`src/rtl/cdt64_pkg.sv`:
```
package cdt64_pkg;

  localparam logic [7:0] OFF_LOAD_LO = 8'h00;
  localparam logic [7:0] OFF_LOAD_HI = 8'h04;
  localparam logic [7:0] OFF_CUR_LO  = 8'h08;
  localparam logic [7:0] OFF_CUR_HI  = 8'h0C;
  localparam logic [7:0] OFF_CTRL    = 8'h10;
  localparam logic [7:0] OFF_STAT    = 8'h18;

  typedef struct packed {
    logic unmask;
    logic single;
    logic run;
  } ctrl_t;

  localparam int CTRL_W = $bits(ctrl_t);

  typedef enum logic [2:0] {
    SEL_NONE,
    SEL_LOAD_LO,
    SEL_LOAD_HI,
    SEL_CUR_LO,
    SEL_CUR_HI,
    SEL_CTRL,
    SEL_STAT
  } sel_e;

endpackage

```
`src/rtl/cdt64_decode.sv`:
```
module cdt64_decode
  import cdt64_pkg::*;
#(
  parameter int ADDR_W = 5
) (
  input  logic [ADDR_W-1:0] addr,
  output sel_e              sel
);

  function automatic sel_e decode_offset(input logic [ADDR_W-1:0] a);
    sel_e s;
    s = SEL_NONE;
    if (a == ADDR_W'(OFF_LOAD_LO)) s = SEL_LOAD_LO;
    if (a == ADDR_W'(OFF_LOAD_HI)) s = SEL_LOAD_HI;
    if (a == ADDR_W'(OFF_CUR_LO))  s = SEL_CUR_LO;
    if (a == ADDR_W'(OFF_CUR_HI))  s = SEL_CUR_HI;
    if (a == ADDR_W'(OFF_CTRL))    s = SEL_CTRL;
    if (a == ADDR_W'(OFF_STAT))    s = SEL_STAT;
    return s;
  endfunction

  assign sel = decode_offset(addr);

endmodule

```
`src/rtl/cdt64_regs.sv`:
```
module cdt64_regs
  import cdt64_pkg::*;
#(
  parameter int DATA_W = 32,
  localparam int CNT_W = 2 * DATA_W
) (
  input  logic              clk,
  input  logic              rst_n,
  input  logic              we,
  input  sel_e              sel,
  input  logic [DATA_W-1:0] wdata,
  output logic [CNT_W-1:0]  load_val,
  output ctrl_t             ctrl,
  output logic              load_evt,
  output logic              clr_wr
);

  ctrl_t ctrl_q;

  for (genvar h = 0; h < 2; h++) begin : g_half
    localparam sel_e HALF_SEL = (h == 0) ? SEL_LOAD_LO : SEL_LOAD_HI;
    logic [DATA_W-1:0] half_q;
    always_ff @(posedge clk or negedge rst_n) begin
      if (!rst_n) begin
        half_q <= '0;
      end else if (we && sel == HALF_SEL) begin
        half_q <= wdata;
      end
    end
    assign load_val[h*DATA_W +: DATA_W] = half_q;
  end

  always_ff @(posedge clk or negedge rst_n) begin
    if (!rst_n) begin
      ctrl_q <= '0;
    end else if (we && sel == SEL_CTRL) begin
      ctrl_q <= ctrl_t'(wdata[CTRL_W-1:0]);
    end
  end

  function automatic logic starts_run(input logic wr, input sel_e s,
                                      input logic new_run, input logic old_run);
    return wr && (s == SEL_CTRL) && new_run && !old_run;
  endfunction

  assign ctrl     = ctrl_q;
  assign load_evt = starts_run(we, sel, wdata[0], ctrl_q.run);
  assign clr_wr   = we && (sel == SEL_STAT) && wdata[0];

endmodule

```
`src/rtl/cdt64_counter.sv`:
```
module cdt64_counter #(
  parameter int CNT_W = 64
) (
  input  logic             clk,
  input  logic             rst_n,
  input  logic             tick,
  input  logic             run,
  input  logic             single,
  input  logic             load_evt,
  input  logic [CNT_W-1:0] load_val,
  output logic [CNT_W-1:0] cnt,
  output logic             expire
);

  logic [CNT_W-1:0] cnt_q;
  logic             done_q;
  logic             at_zero;
  logic             step;

  function automatic logic [CNT_W-1:0] count_down(input logic [CNT_W-1:0] v);
    return v - CNT_W'(1);
  endfunction

  assign at_zero = (cnt_q == '0);
  assign step    = run && tick;
  assign expire  = step && at_zero && !done_q;

  always_ff @(posedge clk or negedge rst_n) begin
    if (!rst_n) begin
      cnt_q  <= '0;
      done_q <= 1'b0;
    end else if (load_evt) begin
      cnt_q  <= load_val;
      done_q <= 1'b0;
    end else if (step) begin
      if (!at_zero) begin
        cnt_q <= count_down(cnt_q);
      end else if (!done_q) begin
        if (single) begin
          done_q <= 1'b1;
        end else begin
          cnt_q <= load_val;
        end
      end
    end
  end

  assign cnt = cnt_q;

endmodule

```
`src/rtl/cdt64_status.sv`:
```
module cdt64_status (
  input  logic clk,
  input  logic rst_n,
  input  logic expire,
  input  logic clr_wr,
  input  logic unmask,
  output logic status,
  output logic irq
);

  logic status_q;

  always_ff @(posedge clk or negedge rst_n) begin
    if (!rst_n) begin
      status_q <= 1'b0;
    end else if (expire) begin
      status_q <= 1'b1;
    end else if (clr_wr) begin
      status_q <= 1'b0;
    end
  end

  assign status = status_q;
  assign irq    = status_q & unmask;

endmodule

```
`src/rtl/cdt64_timer.sv`:
```
module cdt64_timer
  import cdt64_pkg::*;
#(
  parameter int DATA_W = 32,
  parameter int ADDR_W = 5
) (
  input  logic              clk,
  input  logic              rst_n,
  input  logic              tick,
  input  logic [ADDR_W-1:0] bus_addr,
  input  logic              bus_we,
  input  logic [DATA_W-1:0] bus_wdata,
  output logic [DATA_W-1:0] bus_rdata,
  output logic              irq
);

  localparam int CNT_W = 2 * DATA_W;

  sel_e             sel;
  ctrl_t            ctrl;
  logic [CNT_W-1:0] load_val;
  logic [CNT_W-1:0] cnt;
  logic             load_evt;
  logic             clr_wr;
  logic             expire;
  logic             status;
  logic             ctl_run;
  logic             ctl_single;
  logic             ctl_unmask;

  cdt64_decode #(.ADDR_W(ADDR_W)) u_decode (
    .addr (bus_addr),
    .sel  (sel)
  );

  cdt64_regs #(.DATA_W(DATA_W)) u_regs (
    .clk      (clk),
    .rst_n    (rst_n),
    .we       (bus_we),
    .sel      (sel),
    .wdata    (bus_wdata),
    .load_val (load_val),
    .ctrl     (ctrl),
    .load_evt (load_evt),
    .clr_wr   (clr_wr)
  );

  assign ctl_run    = ctrl.run;
  assign ctl_single = ctrl.single;
  assign ctl_unmask = ctrl.unmask;

  cdt64_counter #(.CNT_W(CNT_W)) u_counter (
    .clk      (clk),
    .rst_n    (rst_n),
    .tick     (tick),
    .run      (ctl_run),
    .single   (ctl_single),
    .load_evt (load_evt),
    .load_val (load_val),
    .cnt      (cnt),
    .expire   (expire)
  );

  cdt64_status u_status (
    .clk    (clk),
    .rst_n  (rst_n),
    .expire (expire),
    .clr_wr (clr_wr),
    .unmask (ctl_unmask),
    .status (status),
    .irq    (irq)
  );

  always_comb begin
    case (sel)
      SEL_LOAD_LO: bus_rdata = load_val[DATA_W-1:0];
      SEL_LOAD_HI: bus_rdata = load_val[CNT_W-1:DATA_W];
      SEL_CUR_LO:  bus_rdata = cnt[DATA_W-1:0];
      SEL_CUR_HI:  bus_rdata = cnt[CNT_W-1:DATA_W];
      SEL_CTRL:    bus_rdata = DATA_W'(ctrl);
      SEL_STAT:    bus_rdata = DATA_W'(status);
      default:     bus_rdata = '0;
    endcase
  end

endmodule

```
`config.mk`:
```
export PLATFORM = sky130hd
export DESIGN_NAME = cdt64_timer
export DESIGN_NICKNAME = d
export VERILOG_FILES = /design/src/rtl/cdt64_pkg.sv /design/src/rtl/cdt64_decode.sv /design/src/rtl/cdt64_regs.sv /design/src/rtl/cdt64_counter.sv /design/src/rtl/cdt64_status.sv /design/src/rtl/cdt64_timer.sv
export SDC_FILE = /design/constraint.sdc
export NUM_CORES = 1
export LEC_CHECK = 0
export BUFFER_PORTS_ARGS = -buffer_cell sky130_fd_sc_hd__buf_2
export CAP_MARGIN = 10
export CELL_PAD_IN_SITES_DETAIL_PLACEMENT = 0
export CELL_PAD_IN_SITES_GLOBAL_PLACEMENT = 2
export CORE_MARGIN = 3
export CORE_UTILIZATION = 42
export CTS_CLUSTER_DIAMETER = 120
export DETAILED_ROUTE_END_ITERATION = 10
export GPL_TIMING_DRIVEN = 0
export PLACE_DENSITY_LB_ADDON = 0.25
export SLEW_MARGIN = 20
export SYNTH_ARGS = -nofsm -noshare
export SYNTH_HDL_FRONTEND = slang
export SYNTH_SLANG_ARGS = --single-unit
```
`constraint.sdc`:
```
create_clock -name clk -period 7.1 [get_ports clk]
set_input_delay 1.065 -clock clk [delete_from_list [all_inputs] [get_ports clk]]
set_output_delay 1.065 -clock clk [all_outputs]
set_load 0.02 [all_outputs]
```
### Word level (Yosys, flattened, before mapping)

Cells that the tools add are included.

| storage, ports and cells | value |
|---|---|
| register bits | 133 |
| bits in latches | 0 |
| RAM bits | 0 |
| bits in read-only memories | 0 |
| bits of input ports | 41 |
| output and inout bits | 33 |
| logic and storage cells | 61 |
| memories kept | 0 |

| operators by class | value |
|---|---|
| $add $sub $neg | 1 |
| multipliers | 0 |
| div/mod/pow operators | 0 |
| order comparisons | 0 |
| equality and inequality tests | 13 |
| shift operators | 0 |
| mux-type cells | 19 |
| bitwise logic cells | 1 |
| reductions and logical operators | 19 |

Operators by type and width:

| cell | count |
|---|---|
| 64-bit 2-to-1 mux | 5 |
| 32-bit case mux with 6 select lines | 1 |
| 64-bit zero test | 1 |
| 64-bit by 1-bit subtractor with 64-bit output (second input constant) | 1 |
| 5-bit by 4-bit == test with 1-bit output (second input constant) | 2 |
| 5-bit == test (second input constant) | 2 |
| 1-bit logical AND | 10 |
| 3-bit == test (second input constant) | 3 |
| 3-bit 2-to-1 mux | 3 |
| 1-bit 2-to-1 mux | 8 |
| 3-bit by 2-bit == test with 1-bit output (second input constant) | 2 |
| 3-bit != test (second input constant) | 2 |
| 2-bit nonzero test | 3 |
| 5-bit by 3-bit == test with 1-bit output (second input constant) | 1 |
| 5-bit zero test | 1 |
| 2-bit 2-to-1 mux | 2 |
| 3-bit by 1-bit == test with 1-bit output (second input constant) | 1 |
| 3-bit AND reduction | 1 |
| 1-bit zero test | 2 |
| 2-bit AND reduction | 1 |
| 1-bit AND | 1 |

### Longest topological paths before layout

Gate-level depths: netlist of the first run.

| logic depth | value |
|---|---|
| depth after elaboration | 13 |
| gate-level depth with buffers | 11 |
| gate-level depth less buffers | 8 |

### By module

From an unflattened synthesis of the first run, not the netlist that was laid out.

| second synthesis, totals | value |
|---|---|
| cell total of the unflattened synthesis | 835 |
| area total of the unflattened synthesis | 8,577.0 µm² |

By module, submodules not included:

| module | instances | cells an instance | area each (µm²) | sequential area each (µm²) |
|---|---|---|---|---|
| cdt64_counter | 1 | 553 | 4,665.7 | 1,626.6 |
| cdt64_regs | 1 | 148 | 2,841.5 | 1,676.6 |
| cdt64_timer | 1 | 123 | 969.7 | 0.0 |
| cdt64_decode | 1 | 7 | 57.6 | 0.0 |
| cdt64_status | 1 | 4 | 42.5 | 25.0 |

### Worst setup path before layout of the first run

Ideal clock, no wire load.

| path | value |
|---|---|
| kind | input -> output |
| start point | input bus_addr[3] |
| end point | output bus_rdata[13] |
| data arrival time | 2.939 ns |
| data required time | 6.035 ns |
| path slack | 3.096 ns |
| stages | 8 |
| path buffers | 4 |
| path through | buf_2 or4_1 clkbuf_1 nor2_1 clkbuf_1 clkbuf_1 a22oi_1 o21ai_0 |

| between the ends | value |
|---|---|
| word-level cells in the longest chain between the ends | 9 |
| elaborated cells on any way between the ends | 19 |
| those cells by class | eq/ne (11); mux (7); reduce/logical (1) |

Ends and longest elaborated chain:

| element | line | RTL |
|---|---|---|
| start: declaration | cdt64_timer.sv:10 | `input logic [ADDR_W-1:0] bus_addr,` |
| 5-bit zero test | cdt64_decode.sv:13 | `if (a == ADDR_W'(OFF_LOAD_LO)) s = SEL_LOAD_LO;` |
| 1-bit 2-to-1 mux | cdt64_decode.sv:13 |  |
| 2-bit 2-to-1 mux | cdt64_decode.sv:14 | `if (a == ADDR_W'(OFF_LOAD_HI)) s = SEL_LOAD_HI;` |
| 2-bit 2-to-1 mux | cdt64_decode.sv:15 | `if (a == ADDR_W'(OFF_CUR_LO)) s = SEL_CUR_LO;` |
| 3-bit 2-to-1 mux | cdt64_decode.sv:16 | `if (a == ADDR_W'(OFF_CUR_HI)) s = SEL_CUR_HI;` |
| 3-bit 2-to-1 mux | cdt64_decode.sv:17 | `if (a == ADDR_W'(OFF_CTRL)) s = SEL_CTRL;` |
| 3-bit 2-to-1 mux * | cdt64_decode.sv:18 | `if (a == ADDR_W'(OFF_STAT)) s = SEL_STAT;` |
| 3-bit == test (tied with other cells) | cdt64_timer.sv:75 | `case (sel)` |
| 32-bit case mux with 6 select lines * | cdt64_timer.sv:75 |  |
| end: declaration | cdt64_timer.sv:13 | `output logic [DATA_W-1:0] bus_rdata,` |

Every way passes the cells marked *; elsewhere a longest branch is shown, timed or not.

### Worst setup path after layout of the first run

| path | value |
|---|---|
| start point | input bus_addr[3] |
| end point | output bus_rdata[25] |

Same word-level chain as after synthesis.

==> flow_metrics.tcl, run 1 <==
set metrics [dict create \
    placed_cell_area_sq_um 8930 \
    muxShareOfSynthArea_pct 20.6 \
    path_delay_family "buffers and inverters" \
    final_area_sq_um 9520 \
    dp_slack_ns 2.04 \
    syn_to_final_growth_pct 16.2 \
    clockBufferDepth 2 \
    grtUsageTotal_pct 30.3 \
    timing.final.ws_setup_ns 1.92 \
    power_frac_seq_pct 42.5 \
    synth.distinct_cells 56 \
    gp_congestion 0.972 \
    first_global_vias 7468 \
    cp-end-kind "output pin" \
    floorplan.initialDensity_pct 43.2 \
    tightestPinTransition_ns 1.12 \
    nets 950 \
    post_cts_resized 0 \
    clkPwrFrac_pct 38.7 \
    clock_latency_ns 0.44 \
    grt_remaining_overflow 0 \
    final_common_cell "dfrtp_1" \
    die_area_sq_um 21200 \
    post_cts_buffers 0 \
    crit_top_cell "clkbuf_1" \
    post_drt_via_cell_ratio 6.46 \
    crit_arrival_ns 4.12 \
    rsz0062_at_grt "no" \
    ctsHoldBuffers 0 \
    synth_compound_area_share_pct 16.8 \
    hold-worst-slack_ns 0.529 \
    drc_errors 0 \
    n_antenna_cell 0 \
    cts_tree "yes" \
    p_int_mw 1.59 \
    grt_max_degree 82 \
    layout_min_cycle_time_ns 5.18 \
    numPortBuffers 71 \
    fin_skew_ns 0.00973 \
    synth_area_per_cell_sq_um 10.0 \
    cap_violations 0 \
    ys_seq_elements 133 \
    max_stage_delay_ns 0.70 \
    synthArstFlopShare_pct 100 \
    synthSimpleGateAreaFrac_pct 16.9 \
    swShare_pct 32.4 \
    fillCellCount 1791 \
    finalWirelength_um 32600 \
    fp.dieH_um 146 \
    slew_headroom_pct 25.3 \
    cp-start-kind "input port" \
    drive_gt1_share_pct 25.4 \
    combPwrFrac_pct 18.7 \
    fmax_mhz 193 \
    synth_nets 859 \
    ctsRootBufferMaster "clkbuf_16" \
    timing.setup.tns_ns 0 \
    cts_buffers 17 \
    hold_path.class "register to register" \
    dieWidth_um 146 \
    drv_slew 0 \
    htreeDepth 4 \
    p_per_area_nw_per_um2 247 \
    clock_sinks 133 \
    path_class "input port to output pin" \
    ys_seq_area_share_pct 40.6 \
    worstPathMaxFanout 10 \
    placementRows 50 \
    critPathBufInv 5 \
    routedWlPerCell_um 27.6 \
    peakVddDrop_uv 172 \
    ys.flop_type "dfrtp_1" \
    core_area_sq_um 19000 \
    critical_path_required_ns 6.03 \
    p_leak_nw 4.34 \
    synth_edf_count 0 \
    synthAdderAreaFrac_pct 0.305 \
    final_cell_mix "133 x dfrtp_1, 91 x mux2i_1, 87 x buf_2, 66 x mux2_2, 61 x o21ai_0" \
    status "finished, final reports clean" \
    drtPass1Iterations 5 \
    drt_iter0_drc 1032 \
    cpMaxStageDelayCell "clkbuf_1" \
    final_hold_viol_count 0 \
    dpl.hpwl_um 23000 \
    synth_top_family_by_area "multiplexers" \
    synth_cells 816 \
    grt_pass1_wl_um 48400 \
    p_sw_mw 0.762 \
    setup_viol 0 \
    clkSlewWorstSetupHoldPaths_ns 0.06 \
    ant_nets 0 \
    vias 7626 \
    antenna_found_initial 0 \
    yosysWarnings 0 \
    synthXorXnorAreaFrac_pct 0 \
    io_pins 74 \
    syn_area_sq_um 8190 \
    cp_cell_sequence "buf_2 > or4_1 > clkbuf_1 > nor2_1 > clkbuf_1 > clkbuf_1 > a22oi_1 > o21ai_0 > buf_2" \
    period_share_pct 73.0 \
]
[final cells by class]
type	instances	area, sq um	share of cell area [%]
Buffer	63	318	3.34
Clock buffer	19	433	4.55
Clock inverter	13	159	1.67
Inverter	21	78.8	0.828
Multi-Input combinational cell	599	4490	47.1
Sequential cell	133	3330	35.0
Tap cell	260	325	3.42
Timing Repair Buffer	72	393	4.13
[worst min-delay path: cells and delay by family, from the launching register on]
kind / cells / cell delay (ns)
flops: 1 / 0.35
simple gates: 1 / 0.06
compound gates: 1 / 0.08
[through the flow]
stage	utilization [%]	power, mW	cells
CTS	50.2	2.34	1180
detailed placement	47.1	1.44	1148
global placement	46.8	1.42	1147
floorplan	-	1.24	816
finish	50.2	2.35	1180
global route	50.2	2.43	1180
[power by group through the flow]
stage / sequential, mW / combinational [mW] / clock [mW]
finish: 1.00 / 0.441 / 0.912
global route: 1.01 / 0.468 / 0.948
CTS: 0.997 / 0.432 / 0.916
detailed placement: 1.01 / 0.429 / 0
global placement: 1.01 / 0.414 / 0
floorplan: 0.960 / 0.280 / 0
[kinds of logic after synthesis]
group	after synthesis
mux	159
simple gates	244
fa+ha+maj	2
buf+inv	84
flops	133
compound gates	194
[cells in the mapped netlist (10+ instances only)]
library cell	count	area [sq um]
inv_1	21	78.8
a2bb2oi_1	15	131
dfrtp_1	133	3330
o2bb2ai_1	23	201
mux2i_1	91	911
nor4_1	17	106
buf_2	17	85.1
nand3_1	31	155
a21oi_1	14	70.1
mux2_2	66	743
o21ai_0	61	305
nand4_1	14	87.6
nor2_1	44	165
a22oi_1	34	255
clkbuf_1	31	116
nor3_1	39	195
or3_1	10	62.6
o22ai_1	10	62.6
nand2_1	43	161
a21oi_2	19	166
[sequential cells by signal, indices dropped and copies added, names as in the netlist]
| register | flops |
|---|---|
| u_counter.done_q | 1 |
| u_counter.cnt | 64 |
| u_regs.g_half.half_q | 64 |
| u_regs.ctrl | 3 |
| u_status.status | 1 |
[metal layers]
layer	GRT usage (%)	part of all wire (%)
met5	0	0
met4	11.3	3.5
met3	7.41	8.5
met2	45.0	44
met1	42.8	44
[path summary, 6_finish.rpt]
| kind | startpoint | endpoint | slack, ns | cells past startpoint |
|---|---|---|---|---|
| worst max register to register | u_counter.cnt[49]$_DFFE_PN0P_ | u_counter.cnt[8]$_DFFE_PN0P_ | 3.38 | 9 |
| worst min register to register | u_status.status$_DFFE_PN0P_ | u_status.status$_DFFE_PN0P_ | 0.53 | 2 |
| worst min-delay path | u_status.status$_DFFE_PN0P_ | u_status.status$_DFFE_PN0P_ | 0.53 | 2 |
| max in group asynchronous | rst_n | u_regs.g_half[1].half_q[21]$_DFFE_PN0P_ | 5.77 | 2 |
| worst max-delay path | bus_addr[3] | bus_rdata[25] | 1.92 | 9 |
| min in group asynchronous | rst_n | u_counter.cnt[6]$_DFFE_PN0P_ | 0.54 | 1 |
Power figures use the tool's default switching activity.
==> run 2, diff against run 1 <==
- CORE_UTILIZATION: 42 -> 35
- clock period: 7.1 -> 4.3 ns (I/O delays scaled with it)
==> run 2 against run 1 <==
Hold slack got worse by 0.42 ns. Global-route usage decreased by 5.0 points. Critical path depth stayed put. Register-to-register slack lost 2.6 ns. Combinational power increased by 54%. Non-clock buffer count unchanged. Largest power group unchanged. Die area grew 19%.
==> flow_metrics.tcl, run 2 (synthesis gave the netlist of run 1 again) <==
set metrics [dict create \
    status "finished, final reports clean" \
    r2r_end "u_counter.cnt[12]$_DFFE_PN0P_" \
    drc_errors 0 \
    timing.setup.tns_ns 0 \
    period_share_pct 92.3 \
    placementRows 55 \
    antenna_found_initial 0 \
    cap_violations 0 \
    grtUsageTotal_pct 25.2 \
    syn_to_final_growth_pct 16.5 \
    dieWidth_um 159 \
    slew_headroom_pct 31.2 \
    r2r_start "u_counter.cnt[38]$_DFFE_PN0P_" \
    clock_sinks 133 \
    dpl.hpwl_um 23600 \
    drtPass1Iterations 5 \
    cts_buffers 17 \
    setup_viol 0 \
    crit_arrival_ns 3.32 \
    nets 950 \
    grt_pass1_wl_um 47600 \
    worstSetupStartpoint "bus_addr[3]" \
    cp-end-kind "output pin" \
    ant_nets 0 \
    path_class "input port to output pin" \
    p_leak_nw 4.32 \
    htreeDepth 4 \
    fin_skew_ns 0.0103 \
    tightestPinTransition_ns 1.02 \
    drive_gt1_share_pct 25.6 \
    first_global_vias 7056 \
    final_cell_mix "133 x dfrtp_1, 91 x mux2i_1, 87 x buf_2, 66 x mux2_2, 61 x o21ai_0" \
    drt_iter0_drc 591 \
    peakVddDrop_uv 221 \
    grt_remaining_overflow 0 \
    cts_tree "yes" \
    post_drt_via_cell_ratio 5.82 \
    endpoint "bus_rdata[12]" \
    ctsRootBufferMaster "clkbuf_16" \
    hold_path.class "input port to asynchronous set/reset pin" \
    gp_congestion 0.875 \
    fp.dieH_um 159 \
    clkSlewWorstSetupHoldPaths_ns 0.06 \
    routedWlPerCell_um 26.0 \
    vias 7167 \
    final_hold_viol_count 0 \
    clock_latency_ns 0.43 \
    die_area_sq_um 25300 \
    cp-start-kind "input port" \
    drv_slew 0 \
    layout_min_cycle_time_ns 3.97 \
    rsz0062_at_grt "no" \
    io_pins 74 \
    ff2ff_setup_slack_ns 0.80 \
    finalWirelength_um 32000 \
    numPortBuffers 71 \
    finalPower_mw 3.78 \
    clockBufferDepth 2 \
    final_common_cell "dfrtp_1" \
    core_area_sq_um 22800 \
    critical_path_required_ns 3.65 \
    worstPathMaxFanout 10 \
    p_per_area_nw_per_um2 396 \
    floorplan.initialDensity_pct 35.9 \
    reg2reg_depth 8 \
    fmax_mhz 252 \
    grt_max_degree 82 \
]
-- run 2: how the worst min path moves through the flow --
stage	slack, ns	start	cells past startpoint	end
3_5_place_dp	0.52	u_counter.done_q$_DFFE_PN0P_	2	u_counter.done_q$_DFFE_PN0P_
5_1_grt	0.13	rst_n	1	u_regs.g_half[0].half_q[7]$_DFFE_PN0P_
4_1_cts	0.12	rst_n	1	u_regs.g_half[0].half_q[7]$_DFFE_PN0P_
3_3_place_gp	0.51	u_counter.done_q$_DFFE_PN0P_	2	u_counter.done_q$_DFFE_PN0P_
6_report	0.11	rst_n	1	u_regs.g_half[0].half_q[7]$_DFFE_PN0P_
2_1_floorplan	0.35	rst_n	0	u_counter.cnt[0]$_DFFE_PN0P_
-- run 2: critical path: stages --
cell and delay (ns):
buf_2 0.17, or4_1 0.47, clkbuf_1 0.20, nor2_1 0.21
clkbuf_2 0.34, clkbuf_1 0.53, a22oi_1 0.30, o21ai_0 0.21
buf_2 0.23
-- run 2: timing repair --
item | in CTS | in global routing
hold buffers | 0 | 0
gates resized for setup | 0 | 2
setup buffers | 0 | 0
setup endpoints to repair | 0 | 3
-- run 2: final cells by class --
class | instances | area [sq um]
fillers | 2323 | 13300
multi-input cells | 599 | 4490
flip-flops and latches | 133 | 3330
clock buffers | 18 | 439
repair buffers | 72 | 393
well taps | 313 | 392
plain buffers | 63 | 319
clock inverters | 12 | 109
inverters | 21 | 78.8
diodes | 1 | 2.50
-- run 2: stage by stage --
step	instances	hold WS (ns)	utilization (%)	cell area, sq um	worst slack [ns]
6_report	1232	0.105	41.8	9550	0.331
5_1_grt	1231	0.132	41.8	9550	0.190
4_1_cts	1231	0.123	41.7	9540	0.132
3_5_place_dp	1201	0.519	39.3	8990	0.135
3_3_place_gp	1200	0.505	39.1	8940	0.106
2_1_floorplan	816	0.349	-	8190	1.14
-- run 2: power breakdown --
group,internal [mW],switching [mW],total [mW]
registers,1.44,0.249,1.68
clock network,0.803,0.608,1.41
logic,0.281,0.400,0.681
total,2.52,1.26,3.78
-- run 2: layer usage --
metal	track usage (%)	vias up	routed length [um]
li1	-	3258	-
met1	36.0	3657	14900
met2	39.7	228	14700
met3	5.83	24	1920
met4	4.62	0	402
met5	0	-	0
